===== src/rtl/gci_pcm_pkg.sv =====
package gci_pcm_pkg;
  // bits per PCM word
  localparam int unsigned WORD_BITS    = 8;
  // data-clock periods between the start of slot one and slot two
  localparam int unsigned SLOT2_OFFSET = 16;
  // frame-sync edges with the alternate clock held low before the mode engages
  localparam int unsigned MODE_SYNCS   = 2;
  // last edge offset inside a slot (capture of the LSB)
  localparam int unsigned LAST_OFF     = 2 * WORD_BITS - 1;
endpackage


===== src/rtl/gci_in_sync.sv =====
module gci_in_sync #(
  parameter int unsigned N      = 5,
  parameter int unsigned N_EDGE = 2,
  parameter int unsigned STAGES = 2
) (
  input  logic              clk,
  input  logic              rst_n,
  input  logic [N-1:0]      pin_i,
  output logic [N-1:0]      lvl_o,
  output logic [N_EDGE-1:0] rise_o,
  output logic [N_EDGE-1:0] fall_o
);
  for (genvar i = 0; i < N; i++) begin : g_bit
    logic [STAGES-1:0] chain_q;
    always_ff @(posedge clk or negedge rst_n) begin
      if (!rst_n) chain_q <= '0;
      else        chain_q <= {chain_q[STAGES-2:0], pin_i[i]};
    end
    assign lvl_o[i] = chain_q[STAGES-1];
  end

  for (genvar e = 0; e < N_EDGE; e++) begin : g_edge
    logic prev_q;
    always_ff @(posedge clk or negedge rst_n) begin
      if (!rst_n) prev_q <= 1'b0;
      else        prev_q <= lvl_o[e];
    end
    assign rise_o[e] =  lvl_o[e] & ~prev_q;
    assign fall_o[e] = ~lvl_o[e] &  prev_q;
  end
endmodule


===== src/rtl/gci_mode_det.sv =====
module gci_mode_det
  import gci_pcm_pkg::*;
(
  input  logic clk,
  input  logic rst_n,
  input  logic fsc_rise_i,
  input  logic alt_lvl_i,
  output logic mode_o
);
  localparam int unsigned CW = $clog2(MODE_SYNCS + 1);
  localparam logic [CW-1:0] CMAX = CW'(MODE_SYNCS);

  logic [CW-1:0] cnt_q, cnt_n;
  logic          seen_q, seen_n;
  logic          mode_q, mode_n;

  always_comb begin
    cnt_n  = cnt_q;
    mode_n = mode_q;
    seen_n = seen_q | alt_lvl_i;
    if (fsc_rise_i) begin
      seen_n = 1'b0;
      if (seen_q | alt_lvl_i) begin
        cnt_n  = '0;
        mode_n = 1'b0;
      end else begin
        if (cnt_q != CMAX) cnt_n = cnt_q + 1'b1;
        mode_n = (cnt_n == CMAX);
      end
    end
  end

  always_ff @(posedge clk or negedge rst_n) begin
    if (!rst_n) begin
      cnt_q  <= '0;
      seen_q <= 1'b0;
      mode_q <= 1'b0;
    end else begin
      cnt_q  <= cnt_n;
      seen_q <= seen_n;
      mode_q <= mode_n;
    end
  end

  assign mode_o = mode_q;
endmodule


===== src/rtl/gci_slot_timer.sv =====
module gci_slot_timer #(
  parameter int unsigned LIMIT = 1023,
  parameter int unsigned CNT_W = $clog2(LIMIT + 1)
) (
  input  logic             clk,
  input  logic             rst_n,
  input  logic             dcl_rise_i,
  input  logic             fsc_lvl_i,
  output logic             frame_start_o,
  output logic [CNT_W-1:0] idx_next_o,
  output logic [CNT_W-1:0] idx_o
);
  localparam logic [CNT_W-1:0] CLIM = CNT_W'(LIMIT);

  logic [CNT_W-1:0] idx_q;
  logic             fsc_at_rise_q;

  assign frame_start_o = dcl_rise_i & fsc_lvl_i & ~fsc_at_rise_q;

  always_comb begin
    if (frame_start_o)      idx_next_o = '0;
    else if (idx_q == CLIM) idx_next_o = CLIM;
    else                    idx_next_o = idx_q + 1'b1;
  end

  always_ff @(posedge clk or negedge rst_n) begin
    if (!rst_n) begin
      idx_q         <= CLIM;
      fsc_at_rise_q <= 1'b0;
    end else if (dcl_rise_i) begin
      idx_q         <= idx_next_o;
      fsc_at_rise_q <= fsc_lvl_i;
    end
  end

  assign idx_o = idx_q;
endmodule


===== src/rtl/gci_lanes.sv =====
module gci_lanes
  import gci_pcm_pkg::*;
#(
  parameter int unsigned CNT_W = 10
) (
  input  logic                 clk,
  input  logic                 rst_n,
  input  logic                 mode_i,
  input  logic                 dcl_rise_i,
  input  logic                 dcl_fall_i,
  input  logic                 frame_start_i,
  input  logic [CNT_W-1:0]     idx_next_i,
  input  logic [CNT_W-1:0]     idx_i,
  input  logic                 chan_i,
  input  logic                 din_i,
  input  logic [WORD_BITS-1:0] tx_word_i,
  output logic                 dout_o,
  output logic                 dout_en_o,
  output logic [WORD_BITS-1:0] rx_word_o,
  output logic                 rx_valid_o
);
  localparam int unsigned BI_W = $clog2(WORD_BITS);
  localparam logic [CNT_W-1:0] B2   = CNT_W'(SLOT2_OFFSET);
  localparam logic [CNT_W-1:0] LAST = CNT_W'(LAST_OFF);
  localparam logic [BI_W-1:0]  TOPB = BI_W'(WORD_BITS - 1);

  logic                 chan_q, chan_eff;
  logic [WORD_BITS-1:0] word_q, word_eff;
  logic [CNT_W-1:0]     off_rise, off_fall;
  logic [BI_W-1:0]      bit_i;
  logic                 tx_slot, rx_slot;

  logic                 dout_q, dout_n, en_q, en_n, val_n;
  logic [WORD_BITS-1:0] sh_q, sh_n, rxw_q, rxw_n;

  assign chan_eff = frame_start_i ? chan_i    : chan_q;
  assign word_eff = frame_start_i ? tx_word_i : word_q;
  assign off_rise = idx_next_i - (chan_eff ? B2 : '0);
  assign off_fall = idx_i      - (chan_q   ? B2 : '0);
  assign bit_i    = off_rise[BI_W:1];
  assign tx_slot  = (off_rise < LAST) && !off_rise[0];
  assign rx_slot  = (off_rise <= LAST) && off_rise[0];

  always_comb begin
    dout_n = dout_q;
    en_n   = en_q;
    sh_n   = sh_q;
    rxw_n  = rxw_q;
    val_n  = 1'b0;
    if (!mode_i) begin
      dout_n = 1'b0;
      en_n   = 1'b0;
    end else if (dcl_rise_i) begin
      if (tx_slot) begin
        dout_n = word_eff[TOPB - bit_i];
        en_n   = 1'b1;
      end
      if (rx_slot) begin
        sh_n = {sh_q[WORD_BITS-2:0], din_i};
        if (off_rise == LAST) begin
          rxw_n = sh_n;
          val_n = 1'b1;
        end
      end
    end else if (dcl_fall_i && en_q && off_fall == LAST) begin
      dout_n = 1'b0;
      en_n   = 1'b0;
    end
  end

  always_ff @(posedge clk or negedge rst_n) begin
    if (!rst_n) begin
      chan_q     <= 1'b0;
      word_q     <= '0;
      dout_q     <= 1'b0;
      en_q       <= 1'b0;
      sh_q       <= '0;
      rxw_q      <= '0;
      rx_valid_o <= 1'b0;
    end else begin
      if (frame_start_i) begin
        chan_q <= chan_i;
        word_q <= tx_word_i;
      end
      dout_q     <= dout_n;
      en_q       <= en_n;
      sh_q       <= sh_n;
      rxw_q      <= rxw_n;
      rx_valid_o <= val_n;
    end
  end

  assign dout_o    = dout_q;
  assign dout_en_o = en_q;
  assign rx_word_o = rxw_q;
endmodule


===== src/rtl/gci_pcm_port.sv =====
module gci_pcm_port
  import gci_pcm_pkg::*;
#(
  parameter int unsigned EDGE_LIMIT  = 1023,
  parameter int unsigned SYNC_STAGES = 2
) (
  input  logic                 clk,
  input  logic                 rst_n,
  input  logic                 dcl_i,
  input  logic                 fsc_i,
  input  logic                 din_i,
  input  logic                 chan_sel_i,
  input  logic                 alt_clk_i,
  input  logic [WORD_BITS-1:0] tx_word_i,
  output logic                 dout_o,
  output logic                 dout_en_o,
  output logic [WORD_BITS-1:0] rx_word_o,
  output logic                 rx_valid_o,
  output logic                 mode_o
);
  localparam int unsigned CNT_W = $clog2(EDGE_LIMIT + 1);

  // reset: asserted asynchronously, released on the clock
  logic [1:0] rst_pipe_q;
  logic       rst_sync_n;
  always_ff @(posedge clk or negedge rst_n) begin
    if (!rst_n) rst_pipe_q <= 2'b00;
    else        rst_pipe_q <= {rst_pipe_q[0], 1'b1};
  end
  assign rst_sync_n = rst_pipe_q[1];

  // pin index order: dcl, fsc (edges needed), alt, din, chan
  logic [4:0] pin_lvl;
  logic [1:0] pin_rise, pin_fall;
  gci_in_sync #(.N(5), .N_EDGE(2), .STAGES(SYNC_STAGES)) u_sync (
    .clk    (clk),
    .rst_n  (rst_sync_n),
    .pin_i  ({chan_sel_i, din_i, alt_clk_i, fsc_i, dcl_i}),
    .lvl_o  (pin_lvl),
    .rise_o (pin_rise),
    .fall_o (pin_fall)
  );

  logic dcl_rise, dcl_fall, fsc_rise, unused_fsc_fall, unused_dcl_lvl;
  assign dcl_rise        = pin_rise[0];
  assign dcl_fall        = pin_fall[0];
  assign fsc_rise        = pin_rise[1];
  assign unused_fsc_fall = pin_fall[1];
  assign unused_dcl_lvl  = pin_lvl[0];

  logic mode_active;
  gci_mode_det u_mode (
    .clk        (clk),
    .rst_n      (rst_sync_n),
    .fsc_rise_i (fsc_rise),
    .alt_lvl_i  (pin_lvl[2]),
    .mode_o     (mode_active)
  );

  logic             frame_start;
  logic [CNT_W-1:0] idx_next, idx_cur;
  gci_slot_timer #(.LIMIT(EDGE_LIMIT), .CNT_W(CNT_W)) u_timer (
    .clk           (clk),
    .rst_n         (rst_sync_n),
    .dcl_rise_i    (dcl_rise),
    .fsc_lvl_i     (pin_lvl[1]),
    .frame_start_o (frame_start),
    .idx_next_o    (idx_next),
    .idx_o         (idx_cur)
  );

  gci_lanes #(.CNT_W(CNT_W)) u_lanes (
    .clk           (clk),
    .rst_n         (rst_sync_n),
    .mode_i        (mode_active),
    .dcl_rise_i    (dcl_rise),
    .dcl_fall_i    (dcl_fall),
    .frame_start_i (frame_start),
    .idx_next_i    (idx_next),
    .idx_i         (idx_cur),
    .chan_i        (pin_lvl[4]),
    .din_i         (pin_lvl[3]),
    .tx_word_i     (tx_word_i),
    .dout_o        (dout_o),
    .dout_en_o     (dout_en_o),
    .rx_word_o     (rx_word_o),
    .rx_valid_o    (rx_valid_o)
  );

  assign mode_o = mode_active;
endmodule


===== config.mk =====
export PLATFORM = sky130hd
export DESIGN_NAME = gci_pcm_port
export DESIGN_NICKNAME = d
export VERILOG_FILES = /design/src/rtl/gci_pcm_pkg.sv /design/src/rtl/gci_in_sync.sv /design/src/rtl/gci_mode_det.sv /design/src/rtl/gci_slot_timer.sv /design/src/rtl/gci_lanes.sv /design/src/rtl/gci_pcm_port.sv
export SDC_FILE = /design/constraint.sdc
export NUM_CORES = 1
export LEC_CHECK = 0
export ABC_AREA = 1
export BUFFER_PORTS_ARGS = -buffer_cell sky130_fd_sc_hd__buf_4
export CAP_MARGIN = 40
export CELL_PAD_IN_SITES_DETAIL_PLACEMENT = 1
export CELL_PAD_IN_SITES_GLOBAL_PLACEMENT = 2
export CORE_MARGIN = 4
export CORE_UTILIZATION = 38
export CTS_CLUSTER_SIZE = 16
export DETAILED_ROUTE_END_ITERATION = 12
export GPL_ROUTABILITY_DRIVEN = 0
export PLACE_DENSITY = 0.84
export SKIP_CTS_REPAIR_TIMING = 1
export SLEW_MARGIN = 20
export SYNTH_ARGS = -nofsm -noshare
export SYNTH_HDL_FRONTEND = slang
export SYNTH_HIERARCHICAL = 1
export SYNTH_SLANG_ARGS = --single-unit

===== constraint.sdc =====
create_clock -name clk -period 3.6 [get_ports clk]
set_input_delay 0.18 -clock clk [delete_from_list [all_inputs] [get_ports clk]]
set_output_delay 0.18 -clock clk [all_outputs]
set_load 0.05 [all_outputs]

==> metrics.md, run 1 <==
| Metric | Value |
|---|---|
| # IOs | `27` |
| CP Launch Type | `register` |
| TritonCTS Sinks | `55` |
| Max-cap violations | `0` |
| Final hold vios | `0` |
| Int Pwr | `1.111 mW` |
| Via/cell ratio | `4.721` |
| Yosys warnings | `6` |
| Post-route ant nets | `0` |
| Reg-to-reg setup timing slack | `0.50 ns` |
| Period utilization | `0.8620` |
| TNS Setup | `0 ns` |
| Skew-Pair Late Insertion Delay | `0.31 ns` |
| Mean Syn Cell Area | `8.273 um^2` |
| Cell row count | `30` |
| Crit Path Max Fanout | `16` |
| Req. time, crit path | `3.81 ns` |
| Core Util, Final | `0.4674` |
| Switching Share | `0.3078` |
| Die width | `93.40 um` |
| Synthesized net count | `355` |
| Largest net degree at the start of global routing | `32` |
| Number of H-tree levels | `2` |
| Setup crit end kind | `register` |
| Met1 GRT Util | `0.2030` |
| Number of global-route vias before repair | `2189` |
| Switching power | `0.4940 mW` |
| Grt total ovfl | `0` |
| Fill cell count | `844` |
| Routing usage on met3 | `0.02414` |
| TritonCTS buffer count | `5` |
| Vias | `2200` |
| Pleak | `1.700 nW` |
| Nets | `389` |
| Total Routing Usage GR | `0.1475` |
| Slew margin rel. | `0.6230` |
| I/O Buffers | `26` |
| Die height | `93.40 um` |
| Comb power frac | `0.230` |
| Worst min path class | `input pin to register` |
| Layout cells sized above 1 | `0.1811` |
| First-pass GRT wire length | `10310 um` |
| CTS tree | `done` |
| Peak Freq | `0.3223 GHz` |
| Unrepaired setup endpoints after global routing | `false` |
| Arrival time worst endpoint | `3.31 ns` |
| Reg power frac | `0.458` |
| Crit path time final | `3.103 ns` |
| Core Region | `0.006944 mm^2` |
| Die ar. | `0.008724 mm^2` |
| Drt drc | `0` |
| Synthesized area | `0.002771 mm^2` |
| Final HPWL DP | `4403 um` |
| Clock Power Share | `0.312` |
| Max-slew violations | `0` |
| Worst-Margin Slew | `0.5612 ns` |
| Cell count after synthesis | `335` |
| M2 GR Usage | `0.2382` |
| Initial Util | `0.3991` |
| Max Root-Sink Buffers | `2` |
| Status | `finished, final reports clean` |
| Power per cell area | `494.5 mW/mm^2` |
| Root Driver | `clkbuf_8` |
| Initial DRC Count | `62` |
| Setup crit start | `u_sync/g_bit[0].chain_q[1]$_DFF_PN0_` |
| Reg clk slew, reported paths | `0.10 ns` |
| HP Start | `tx_word_i[1]` |
| Initial antenna violation count | `0` |
| CP Class | `register to register` |
| DR WL/cell | `12.83 um` |
| 1st-pass router iterations | `4` |
| Post-Route WL | `5977 um` |
| Clock skew | `0.004465 ns` |
| Crit Reg-Reg Startpoint | `u_sync/g_bit[0].chain_q[1]$_DFF_PN0_` |
| Ant diodes | `0` |
| Final setup viols | `0` |
| Area growth from synthesis to layout | `17.11%` |
| Worst vdd ir | `235.3 uV` |
| GR peak layer | `met2` |
through the flow:
| stage | instance area [um^2] | setup WS, ns | cells | hold slack (ns) | power (mW) |
|---|---|---|---|---|---|
| global placement | 3045 | 0.6323 | 452 | -0.03677 | 1.108 |
| finish | 3246 | 0.4968 | 466 | 0.08127 | 1.605 |
| CTS | 3186 | 0.4525 | 460 | -0.3894 | 1.625 |
| detailed placement | 3045 | 0.4735 | 452 | -0.03517 | 1.115 |
| floorplan | 2771 | 0.5928 | 335 | -0.1156 | 1.026 |
| global route | 3246 | 0.1696 | 466 | 0.07485 | 1.712 |
power by group through the flow:
stage               Combinational [mW]  Clock (mW)  Sequential, mW
floorplan                        0.285           0           0.742
global placement                 0.363           0           0.745
detailed placement               0.367           0           0.748
CTS                              0.369       0.520           0.736
global route                     0.423       0.545           0.744
finish                           0.370       0.501           0.734
worst max-delay path: stages (launching register included):
cell	delay [ns]
dfrtp_1	0.38
inv_1	0.05
nor2_1	0.12
nand2_1	0.12
nor2_4	0.28
clkinv_1	0.34
nand2_1	0.13
nand2_1	0.08
ha_1	0.24
ha_1	0.29
nand2_1	0.04
nand3b_1	0.18
inv_2	0.10
nand3_4	0.10
nor2_8	0.21
nand2_2	0.17
nand2_1	0.11
nand2_1	0.06
cell type report:
type                            instances  area, um^2  share of cell area
Clock inverter                          3       71.32             0.02197
Clock buffer                            5       68.82             0.02120
Multi-Input combinational cell        227        1145              0.3527
Timing Repair Buffer                   36       285.3             0.08790
Inverter                               44       165.2             0.05089
Sequential cell                        55        1390              0.4283
Tap cell                               96       120.1             0.03701
placed cells by master, fill, tap and decap left out, types with 2 or more instances in the layout:
cell type and count:
inv_1 40, buf_4 30, nor2_1 13, o21ai_1 2
dlygate4sd3_1 6, nor2_4 3, bufinv_16 2, dfrtp_1 44
nand3_2 2, nand4_1 6, inv_2 3, clkbuf_8 5
nand3_4 2, nand3_1 39, a31oi_1 3, nand2_2 2
xor2_1 3, a21oi_4 3, dfstp_2 10, nand2_1 132
ha_1 5, o21ai_0 4
path summary, 6_finish.rpt:
kind	depth (start not counted)	endpoint
worst max-delay path	17	u_lanes/rx_word_o[1]$_DFFE_PN0P_
worst min-delay path	3	u_lanes/word_q[1]$_DFF_PN0_
worst max register to register	17	u_lanes/rx_word_o[1]$_DFFE_PN0P_
worst min register to register	0	u_lanes/rx_word_o[0]$_DFFE_PN0P_
max in group asynchronous	1	u_timer/idx_o[0]$_DFFE_PN1P_
min in group asynchronous	2	rst_pipe_q[0]$_DFF_PN0_
metal layers:
metal | wire [um] | share of wire
met1 | 2909 | 0.49
met2 | 2833 | 0.47
met3 | 158 | 0.026
met4 | 75 | 0.013
met5 | 0 | 0
registers in the layout (all words and copies together) (netlist names):
name and flops:
u_lanes/dout_en_o 1, u_sync/g_bit.chain_q 10, u_lanes/dout_o 1, u_mode/mode_o 1
u_timer/idx_o 10, u_lanes/sh_q 7, u_mode/cnt_q 1, u_mode/seen_q 1
u_sync/g_edge.prev_q 2, u_lanes/chan_q 1, u_lanes/word_q 8, u_lanes/rx_valid_o 1
u_lanes/rx_word_o 8, rst_pipe_q 2, u_timer/fsc_at_rise_q 1
(Power assumes the default switching activity.)
==> inputs of run 2 (changes only) <==
--- a/config.mk
+++ b/config.mk
@@ -16,6 +16,7 @@
 export DETAILED_ROUTE_END_ITERATION = 12
 export GPL_ROUTABILITY_DRIVEN = 0
 export PLACE_DENSITY = 0.84
+export RECOVER_POWER = 100
 export SKIP_CTS_REPAIR_TIMING = 1
 export SLEW_MARGIN = 20
 export SYNTH_ARGS = -nofsm -noshare
==> metrics.md, run 2 (same netlist as run 1, synthesis figures left out) <==
| Metric | Value |
|---|---|
| Slowest CP cell | `dfstp_1` |
| Reg-to-reg setup timing slack | `0.45 ns (-0.04 ns)` |
| Crit path time final | `3.148 ns (+0.04474 ns)` |
| Cell Count, Final, Fillers Out | `466 (unchanged)` |
| I/O Buffers | `26 (unchanged)` |
| Max Root-Sink Buffers | `2 (unchanged)` |
| Die ar. | `0.008724 mm^2 (unchanged)` |
| Final setup viols | `0 (unchanged)` |
| Unrepaired setup endpoints after global routing | `false` |
| DP Area | `0.003045 mm^2 (unchanged)` |
| Max incr delay on CP | `0.65 ns (+0.27 ns)` |
| Drt drc | `0 (unchanged)` |
| Initial DRC Count | `78 (+26%)` |
| Cell Count Post-Placement | `452 (unchanged)` |
| Crit Path Max Fanout | `10 (-6)` |
| Number of H-tree levels | `2 (unchanged)` |
| Initial Util | `0.3991 (unchanged)` |
| CP Launch Type | `register` |
| Worst min path class | `input pin to register` |
| Arrival time worst endpoint | `3.35 ns (+0.04 ns)` |
| Most common cell after layout, fill and taps aside | `nand2_1` |
| Worst-Margin Slew | `1.710 ns (+1.149 ns)` |
| Core Region | `0.006944 mm^2 (unchanged)` |
| Reg clk slew, reported paths | `0.10 ns (about the same)` |
| Clock skew | `0.004216 ns (-0.0002493 ns)` |
| Initial antenna violation count | `0 (unchanged)` |
| CTS tree | `done` |
| Power per cell area | `499.9 mW/mm^2 (+1.1%)` |
| Die width | `93.40 um (unchanged)` |
| Req. time, crit path | `3.81 ns (about the same)` |
| Ant diodes | `0 (unchanged)` |
| CP Class | `register to register` |
| Cell depth of the worst flop-to-flop path | `11 (-6)` |
| Final hold vios | `0 (unchanged)` |
| Crit Reg-Reg Startpoint | `u_timer/idx_o[0]$_DFFE_PN1P_` |
| Setup crit end kind | `register` |
| Peak Freq | `0.3177 GHz (-1.4%)` |
| Total Routing Usage GR | `0.1475 (unchanged)` |
| Commonest non-fill, non-tap cells in the layout | `nand2_1, dfrtp_1, inv_1` |
| Area growth from synthesis to layout | `14.63%` |
| Final worst slack | `0.4521 ns (-0.04474 ns)` |
| # IOs | `27 (unchanged)` |
| Cell chain of the critical path | `ha_1 -> nand3_2 -> nor2_4 -> nand3_2 -> buf_4 -> a21oi_1 -> inv_1 -> nor4_4 -> nand2_2 -> nand2_1 -> nand2_1` |
| Via/cell ratio | `4.725 (about the same)` |
| Hold worst-path end | `u_lanes/word_q[1]$_DFF_PN0_` |
| Largest net degree at the start of global routing | `32 (unchanged)` |
| Slew margin rel. | `-0.1400 (-0.7630)` |
| TNS Setup | `0 ns (unchanged)` |
| Post-place setup slack | `0.4735 ns (unchanged)` |
| RR Endpoint | `u_lanes/rx_word_o[1]$_DFFE_PN0P_` |
| Period utilization | `0.8744 (+0.01243)` |
| Worst vdd ir | `235.0 uV (-0.12%)` |
| Nets | `389 (unchanged)` |
| TritonCTS buffer count | `5 (unchanged)` |
| TritonCTS Sinks | `55 (unchanged)` |
| Number of global-route vias before repair | `2189 (unchanged)` |
| Fill cell count | `855 (+1.3%)` |
| Pleak | `1.638 nW (-3.7%)` |
| HP Start | `tx_word_i[1]` |
| Post-route ant nets | `0 (unchanged)` |
| Layout cells sized above 1 | `0.1297 (-0.05135)` |
| Skew-Pair Late Insertion Delay | `0.31 ns (about the same)` |
| Min-Delay Path Depth | `3 (unchanged)` |
| First-pass GRT wire length | `10310 um (unchanged)` |
| Post-Route WL | `5945 um (-0.54%)` |
| Vias | `2202 (+0.091%)` |
| Final HPWL DP | `4403 um (unchanged)` |
| Root Driver | `clkbuf_8` |
| Status | `complete, but fails checks` |
| Failing checks | `max-capacitance violations, max-slew violations` |
| Max-cap violations | `1 (+1)` |
| Final Cell Area | `0.003177 mm^2 (-2.1%)` |
| Grt total ovfl | `0 (unchanged)` |
| 1st-pass router iterations | `4 (unchanged)` |
| Max-slew violations | `32 (+32)` |
| Die height | `93.40 um (unchanged)` |
| DR WL/cell | `12.76 um (-0.54%)` |
| Cell row count | `30 (unchanged)` |
==> run 2: changes by cell type in the layout (fill, tap and decap cells not counted) <==
cell      before  now
inv_1         40   41
inv_2          3    2
a21oi_1        0    1
clkbuf_4       0    5
a21oi_4        3    2
dfrtp_1       44   45
clkbuf_1       0   15
dfstp_2       10    9
dfrtp_2        1    0
buf_4         30   10
o21ai_0        4    6
dfstp_1        0    1
o21ai_1        2    0
==> run 2: power by group <==
| group | internal [mW] | total [mW] | switching (mW) |
|---|---|---|---|
| logic | 0.132 | 0.356 | 0.224 |
| clock network | 0.282 | 0.499 | 0.217 |
| registers | 0.686 | 0.734 | 0.0478 |
==> run 2: how the worst max path moves through the flow <==
stage                                            end  cells past startpoint                                 start
finish              u_lanes/rx_word_o[1]$_DFFE_PN0P_                     11          u_timer/idx_o[0]$_DFFE_PN1P_
detailed placement  u_lanes/rx_word_o[5]$_DFFE_PN0P_                     17  u_sync/g_bit[0].chain_q[1]$_DFF_PN0_
global placement    u_lanes/rx_word_o[4]$_DFFE_PN0P_                     18          u_timer/idx_o[0]$_DFFE_PN1P_
CTS                 u_lanes/rx_word_o[5]$_DFFE_PN0P_                     17  u_sync/g_bit[0].chain_q[1]$_DFF_PN0_
global route        u_lanes/rx_word_o[1]$_DFFE_PN0P_                     11          u_timer/idx_o[0]$_DFFE_PN1P_
floorplan           u_lanes/rx_word_o[0]$_DFFE_PN0P_                     18     u_sync/g_edge[0].prev_q$_DFF_PN0_
==> run 2: layout make-up <==
type | count | area (um^2) | area share
clock buffer | 5 | 68.82 | 0.02166
clock inverter | 3 | 71.32 | 0.02245
tap | 96 | 120.1 | 0.03781
multi-input combinational | 227 | 1134 | 0.3568
timing repair buffer | 36 | 229.0 | 0.07208
sequential | 55 | 1389 | 0.4372
inverter | 44 | 165.2 | 0.05199
==> run 2: worst max-delay path: cells and delay by family, from the launching register on <==
kind	cells	cell delay [ns]
buffers and inverters	2	0.46
adder cells (fa/ha/maj)	1	0.24
AO/OA/AOI/OAI	1	0.42
AND/OR/NAND/NOR	7	1.27
flip-flops	1	0.65
==> run 2: metrics by stage <==
step	power, mW	utilization	hold WS, ns
after global placement	1.108	0.4386	-0.03677
final	1.588	0.4575	0.08338
after detailed placement	1.115	0.4386	-0.03517
after floorplan	1.026	-	-0.1156
after global routing	1.695	0.4575	0.07487
after CTS	1.625	0.4587	-0.3894
==> run 2: layer usage <==
metal	track usage	vias to the layer above	share of wire
met5	0	-	0
met4	0.04396	0	0.012
met3	0.02414	6	0.027
met2	0.2382	24	0.47
met1	0.2030	1063	0.49
li1	-	1109	-
